### src/rtl/nvs_pkg.sv
package nvs_pkg;
  typedef enum logic [2:0] {
    M_DESEL, M_READ, M_WRITE, M_STORE, M_RECALL, M_NOP
  } nvs_mode_e;

  typedef enum logic [1:0] {
    OP_NONE, OP_STORE, OP_RECALL, OP_RESTORE
  } nvs_op_e;
endpackage

### src/rtl/nvs_mode_decode.sv
module nvs_mode_decode
  import nvs_pkg::*;
(
  input  logic      ce_n,
  input  logic      we_n,
  input  logic      oe_n,
  input  logic      nv_n,
  output nvs_mode_e mode
);
  always_comb begin
    if (ce_n) begin
      mode = M_DESEL;
    end else if (nv_n) begin
      if (!we_n)      mode = M_WRITE;
      else if (!oe_n) mode = M_READ;
      else            mode = M_NOP;
    end else begin
      if (!we_n && oe_n)      mode = M_STORE;
      else if (we_n && !oe_n) mode = M_RECALL;
      else                    mode = M_NOP;
    end
  end
endmodule

### src/rtl/nvs_op_timer.sv
module nvs_op_timer #(
  parameter int CNT_W = 8
) (
  input  logic             clk,
  input  logic             rst_n,
  input  logic             load,
  input  logic [CNT_W-1:0] load_len,
  output logic             expire
);
  logic [CNT_W-1:0] cnt_q;
  logic             run_q;

  always_ff @(posedge clk or negedge rst_n) begin
    if (!rst_n) begin
      cnt_q <= '0;
      run_q <= 1'b0;
    end else if (load) begin
      cnt_q <= load_len - CNT_W'(1);
      run_q <= 1'b1;
    end else if (run_q) begin
      if (cnt_q == '0) run_q <= 1'b0;
      else             cnt_q <= cnt_q - CNT_W'(1);
    end
  end

  assign expire = run_q && (cnt_q == '0);
endmodule

### src/rtl/nvs_cell_array.sv
module nvs_cell_array #(
  parameter int ADDR_W = 5,
  parameter int DATA_W = 8
) (
  input  logic              clk,
  input  logic              rst_n,
  input  logic              wr_en,
  input  logic [ADDR_W-1:0] wr_addr,
  input  logic [DATA_W-1:0] wr_data,
  input  logic              store_en,
  input  logic              clear_en,
  input  logic              load_en,
  input  logic [ADDR_W-1:0] rd_addr,
  output logic [DATA_W-1:0] rd_data
);
  localparam int DEPTH = 1 << ADDR_W;

  logic [DEPTH*DATA_W-1:0] live_flat;

  for (genvar i = 0; i < DEPTH; i++) begin : g_word
    logic [DATA_W-1:0] live_q;
    logic [DATA_W-1:0] shadow_q;

    always_ff @(posedge clk or negedge rst_n) begin
      if (!rst_n)                                live_q <= '0;
      else if (clear_en)                         live_q <= '0;
      else if (load_en)                          live_q <= shadow_q;
      else if (wr_en && wr_addr == ADDR_W'(i))   live_q <= wr_data;
    end

    always_ff @(posedge clk or negedge rst_n) begin
      if (!rst_n)        shadow_q <= '0;
      else if (store_en) shadow_q <= live_q;
    end

    assign live_flat[i*DATA_W +: DATA_W] = live_q;
  end

  assign rd_data = live_flat[rd_addr*DATA_W +: DATA_W];
endmodule

### src/rtl/nvs_seq_top.sv
module nvs_seq_top
  import nvs_pkg::*;
#(
  parameter int ADDR_W      = 5,
  parameter int DATA_W      = 8,
  parameter int STORE_CYC   = 2_000_000,
  parameter int RECALL_CYC  = 4_000,
  parameter int RESTORE_CYC = 110_000
) (
  input  logic              clk,
  input  logic              rst_n,
  input  logic              ce_n,
  input  logic              we_n,
  input  logic              oe_n,
  input  logic              nv_n,
  input  logic [ADDR_W-1:0] addr,
  input  logic [DATA_W-1:0] wdata,
  output logic [DATA_W-1:0] rdata,
  output logic              rdata_oe,
  output logic              busy,
  input  logic              pwr_sense_ok,
  input  logic              pwr_below_reset,
  input  logic              pwr_below_inhibit
);
  localparam int MAX_A   = (STORE_CYC > RECALL_CYC) ? STORE_CYC : RECALL_CYC;
  localparam int MAX_CYC = (MAX_A > RESTORE_CYC) ? MAX_A : RESTORE_CYC;
  localparam int CNT_W   = $clog2(MAX_CYC + 1);

  nvs_mode_e         mode;
  nvs_mode_e         prev_mode_q;
  nvs_op_e           op_kind;
  logic              rcl_pend_q;
  logic              op_active, idle, state_new;
  logic              start_store, start_recall, start_restore, start_any;
  logic              do_read, do_write, expire;
  logic [CNT_W-1:0]  start_len;
  logic [DATA_W-1:0] arr_rd;

  nvs_mode_decode u_dec (
    .ce_n (ce_n),
    .we_n (we_n),
    .oe_n (oe_n),
    .nv_n (nv_n),
    .mode (mode)
  );

  assign op_active     = (op_kind != OP_NONE);
  assign idle          = !op_active && !rcl_pend_q;
  assign state_new     = (mode != prev_mode_q);
  assign start_restore = !op_active && rcl_pend_q && pwr_sense_ok && !pwr_below_reset;
  assign start_store   = idle && state_new && (mode == M_STORE) && !pwr_below_inhibit;
  assign start_recall  = idle && state_new && (mode == M_RECALL);
  assign start_any     = start_restore || start_store || start_recall;
  assign do_read       = idle && (mode == M_READ);
  assign do_write      = idle && (mode == M_WRITE);

  always_comb begin
    if (start_restore)    start_len = CNT_W'(RESTORE_CYC);
    else if (start_store) start_len = CNT_W'(STORE_CYC);
    else                  start_len = CNT_W'(RECALL_CYC);
  end

  nvs_op_timer #(.CNT_W(CNT_W)) u_tmr (
    .clk      (clk),
    .rst_n    (rst_n),
    .load     (start_any),
    .load_len (start_len),
    .expire   (expire)
  );

  always_ff @(posedge clk or negedge rst_n) begin
    if (!rst_n)              op_kind <= OP_NONE;
    else if (start_restore)  op_kind <= OP_RESTORE;
    else if (start_store)    op_kind <= OP_STORE;
    else if (start_recall)   op_kind <= OP_RECALL;
    else if (expire)         op_kind <= OP_NONE;
  end

  // Power-on and brown-out recall request
  always_ff @(posedge clk or negedge rst_n) begin
    if (!rst_n)               rcl_pend_q <= 1'b1;
    else if (pwr_below_reset) rcl_pend_q <= 1'b1;
    else if (start_restore)   rcl_pend_q <= 1'b0;
  end

  // Last pin state seen outside an operation: multi-trigger guard
  always_ff @(posedge clk or negedge rst_n) begin
    if (!rst_n)          prev_mode_q <= M_NOP;
    else if (!op_active) prev_mode_q <= mode;
  end

  nvs_cell_array #(.ADDR_W(ADDR_W), .DATA_W(DATA_W)) u_arr (
    .clk      (clk),
    .rst_n    (rst_n),
    .wr_en    (do_write),
    .wr_addr  (addr),
    .wr_data  (wdata),
    .store_en (expire && op_kind == OP_STORE),
    .clear_en (start_recall || start_restore),
    .load_en  (expire && (op_kind == OP_RECALL || op_kind == OP_RESTORE)),
    .rd_addr  (addr),
    .rd_data  (arr_rd)
  );

  always_ff @(posedge clk or negedge rst_n) begin
    if (!rst_n) begin
      rdata_oe <= 1'b0;
      rdata    <= '0;
    end else begin
      rdata_oe <= do_read;
      if (do_read) rdata <= arr_rd;
    end
  end

  assign busy = op_active || rcl_pend_q;
endmodule

### config.mk
export PLATFORM = sky130hd
export DESIGN_NAME = nvs_seq_top
export DESIGN_NICKNAME = d
export VERILOG_FILES = /design/src/rtl/nvs_pkg.sv /design/src/rtl/nvs_mode_decode.sv /design/src/rtl/nvs_op_timer.sv /design/src/rtl/nvs_cell_array.sv /design/src/rtl/nvs_seq_top.sv
export SDC_FILE = /design/constraint.sdc
export NUM_CORES = 1
export LEC_CHECK = 0
export ABC_CLOCK_PERIOD_IN_PS = 4450
export BUFFER_PORTS_ARGS = -buffer_cell sky130_fd_sc_hd__buf_2
export CAP_MARGIN = 20
export CORE_ASPECT_RATIO = 2
export CORE_MARGIN = 10
export CORE_UTILIZATION = 30
export CTS_BUF_LIST = sky130_fd_sc_hd__clkbuf_4
export CTS_CLUSTER_DIAMETER = 40
export CTS_CLUSTER_SIZE = 20
export DETAILED_ROUTE_END_ITERATION = 10
export HOLD_SLACK_MARGIN = 0.1
export SLEW_MARGIN = 10
export SYNTH_ARGS = -nofsm -noshare
export SYNTH_HDL_FRONTEND = slang
export SYNTH_SLANG_ARGS = --single-unit
### constraint.sdc
create_clock -name clk -period 4.45 [get_ports clk]
set_input_delay 0.6675 -clock clk [delete_from_list [all_inputs] [get_ports clk]]
set_output_delay 0.6675 -clock clk [all_outputs]
set_load 0.03 [all_outputs]
==> results.md <==
| Quantity | Reported |
| --- | --- |
| Final slew viol count | 0 |
| Max Cap Violations | 0 |
| Maximum fanout along the worst path | 8 |
| Crit path from | we_n |
| Synthesized netlist cell count | 2102 |
| Most frequent cell after synthesis | sky130_fd_sc_hd__dfrtp_1 |
| Type of destination of the critical path | flop |
| Yosys synthesis warning count | 0 |
| Root buffer cell | sky130_fd_sc_hd__clkbuf_4 |
| Nets | 2098 |
| Part of the Yosys area used for sequential elements | 53.8% |
| Critical R2R Launch | op_kind[1]$_DFFE_PN0P_ |
| Final Critical Period | 3.66 ns |
| Top FF cell, synth | sky130_fd_sc_hd__dfrtp_1 |
| Std-Cell Core Area | 84600 um2 |
| Number of buffers between clock root and the deepest sink | 3 |
| P per Cell Area | 481 nW/um2 |
| Antenna violations before repair | 5 |
| EDFF count, synth | 0 |
| Number of input and output port buffers inserted | 31 |
| Cell type with the highest aggregate area in the netlist | sky130_fd_sc_hd__dfrtp_1 |
| Number of H-tree levels | 2 |
| Post-synthesis to final-layout area growth | 8.53% |
| Post-route clock period utilization | 82.3% |
| HPWL Detailed | 46000 um |
| Async S/R FF share, synth | 100% |
| Total negative slack | 0 ns |
| Iteration-0 DRC count of the detailed router | 1364 |
| Area of the mapped netlist | 25500 um2 |
| Drc violations | 0 |
| Clock input transition at the sequential cells of the worst setup and hold paths | 0.17 ns |
| Share of layout cells above drive strength 1 | 31.8% |
| Total iterations of the first detailed-routing run | 7 |
| Skew final | 0.0858 ns |
| Number of distinct library cells after synthesis | 65 |
| CP arrival | 4.41 ns |
| Fill cell instance count of the final layout | 8346 |
| Synth Area per Inst | 12.1 um2 |
| Synth area leaders | sky130_fd_sc_hd__dfrtp_1, sky130_fd_sc_hd__mux2_2, sky130_fd_sc_hd__mux4_2 |
| Total wire length | 70400 um |
| Crit path required time | 5.20 ns |
| Via/cell ratio | 5.37 |
| Hold Fails Final Rpt | 0 |
| Setup slack of the most critical reg-to-reg path | 0.81 ns |
| RSZ-0062 raised after global routing | no |
| Number of sinks on the clock net | 549 |
| Post CTS Setup Buffer Count | 0 |
| Top cells by instance count after synthesis | sky130_fd_sc_hd__dfrtp_1, sky130_fd_sc_hd__mux2_2, sky130_fd_sc_hd__nand2_1 |
| Pin count of the biggest net entering global routing | 210 |
| Worst setup path endpoint | u_tmr.cnt_q[20]$_DFFE_PN0P_ |
| Worst slew slack as a fraction of its limit | 17.0% |
| Insertion delay of the later-clocked pin in the worst-skew pair | 0.85 ns |
| Global-route wire length before repair | 109000 um |
| Total number of vias | 17100 |
| Vias in the first global route | 17900 |
| Starting utilization of the core area | 30.2% |
| Die Footprint | 97900 um2 |
| Final-report setup violation count | 0 |
| Share of the synthesized area in the top cell type | 53.5% |
| Worst hold-check path type | input port to flop |
| Vertical extent of the die | 433 um |
| Number of core rows | 151 |
| Overall overflow remaining after global route | 0 |
| Setup CP Type | input port to flop |
| Outcome | complete, no violations |
| Antenna Violating Nets Remaining | 0 |
| CP Launch Type | input port |
| Final core utilization | 32.7% |
| TritonCTS clock tree | built |
| Capture instance of the worst register-to-register path | u_tmr.cnt_q[20]$_DFFE_PN0P_ |
| Boundary pin count | 32 |
| Post-Synthesis Net Count | 2125 |
| Seq cells post-synth | 549 |
| Lkg Pwr | 12.0 nW |
| Routed WL per cell | 22.1 um |
| Highest ir drop seen on vdd | 0.000194 V |
| Worst-case reg-to-reg path depth | 11 |
| Number of buffers inserted during clock tree synthesis | 44 |
| Routability cong. | 0.818 |
| Die width | 226 um |
| Total GRT Usage | 14.2% |
| Max Clk Rate | 273 MHz |
| Least-Margin Pin Slew | 1.25 ns |
==> stage by stage <==
step	setup WS [ns]	hold slack (ns)	cell area, um2	power, mW	instances
after detailed placement	0.456	0.468	26900	10.8	3094
after floorplan	0.358	0.372	25500	9.38	2102
after global placement	0.469	0.465	26900	10.5	3094
after CTS	0.810	0.136	27700	13.5	3177
final	0.787	0.200	27700	13.3	3182
after global routing	0.564	0.172	27700	14.0	3181
==> cells in the final DEF, fill, tap and decap left out, drive strengths merged, types with 14 or more instances in the layout <==
| cell | instances |
|---|---|
| dfrtp | 546 |
| mux2 | 385 |
| nand2 | 301 |
| a21oi | 273 |
| o31ai | 132 |
| buf | 89 |
| mux4 | 80 |
| clkbuf | 44 |
| nor2 | 36 |
| o21ai | 30 |
| inv | 19 |
| clkinv | 14 |
==> worst max-delay path: stages <==
cell	delay, ns
sky130_fd_sc_hd__dlygate4sd3_1	0.53
sky130_fd_sc_hd__buf_2	0.16
sky130_fd_sc_hd__nor3b_1	0.19
sky130_fd_sc_hd__or4_1	0.51
sky130_fd_sc_hd__o211ai_1	0.17
sky130_fd_sc_hd__a21oi_1	0.16
sky130_fd_sc_hd__nand2_1	0.10
sky130_fd_sc_hd__ha_1	0.30
sky130_fd_sc_hd__nand2b_1	0.12
sky130_fd_sc_hd__or4b_4	0.50
sky130_fd_sc_hd__or3_1	0.43
sky130_fd_sc_hd__o31a_1	0.33
sky130_fd_sc_hd__a211oi_1	0.24
==> sequential cells by signal, summed over array words and instances, names as in the netlist <==
| signal | count |
|---|---|
| rdata_oe | 1 |
| rcl_pend_q | 1 |
| u_arr.g_word.live_q | 256 |
| prev_mode_q | 3 |
| u_arr.g_word.shadow_q | 256 |
| u_tmr.run_q | 1 |
| rdata | 8 |
| op_kind | 2 |
| u_tmr.cnt_q | 21 |
==> worst min-delay path by stage <==
stage | start | end | slack, ns | cells after the start
floorplan | rst_n | op_kind[0]$_DFFE_PN0P_ | 0.37 | 0
global placement | rdata[4]$_DFFE_PN0P_ | rdata[4]$_DFFE_PN0P_ | 0.46 | 2
detailed placement | rdata[1]$_DFFE_PN0P_ | rdata[1]$_DFFE_PN0P_ | 0.47 | 2
CTS | nv_n | rdata_oe$_DFF_PN0_ | 0.14 | 2
global route | nv_n | rdata_oe$_DFF_PN0_ | 0.17 | 2
finish | nv_n | rdata_oe$_DFF_PN0_ | 0.20 | 2
==> layout make-up <==
cell class,instances,area [um2],area share [%]
inverter,5,18.8,0.0678
sequential,549,13700,49.6
clock buffer,44,330,1.19
clock inverter,35,409,1.48
timing repair buffer,93,753,2.72
antenna,3,7.51,0.0271
tap,1071,1340,4.84
multi-input combinational,1382,11100,40.1
==> metal layers <==
metal	up-vias	global-route usage [%]	wire [um]
li1	7590	-	-
met1	8887	15.2	25400
met2	432	27.0	39000
met3	167	1.47	2390
met4	4	7.26	3570
met5	-	0	21
==> power by group <==
group | leakage, nW | internal, mW | total [mW] | switching, mW
Sequential | 7.18 | 6.20 | 7.17 | 0.969
Combinational | 4.46 | 1.71 | 3.46 | 1.75
Clock | 0.399 | 0.840 | 2.71 | 1.87
==> what timing repair did <==
action | CTS | global route
endpoints found under the hold margin | 75 | 0
hold buffers | 4 | 0
endpoints found under the setup margin | 0 | 0
gates resized for setup | 0 | 0
==> cell families (layout without fill, tap and decap cells) <==
kind of cell	count (synthesis)	in the layout	synth area share, %
flip-flops	549	549	53.8
AO/OA/AOI/OAI	478	478	11.5
multiplexers	475	475	24.4
AND/OR/NAND/NOR	422	422	7.18
buffers and inverters	171	177	2.80
XOR/XNOR	6	6	0.206
adder cells (fa/ha/maj)	1	1	0.0490
other	0	3	0
Power figures use the tool's default switching activity.
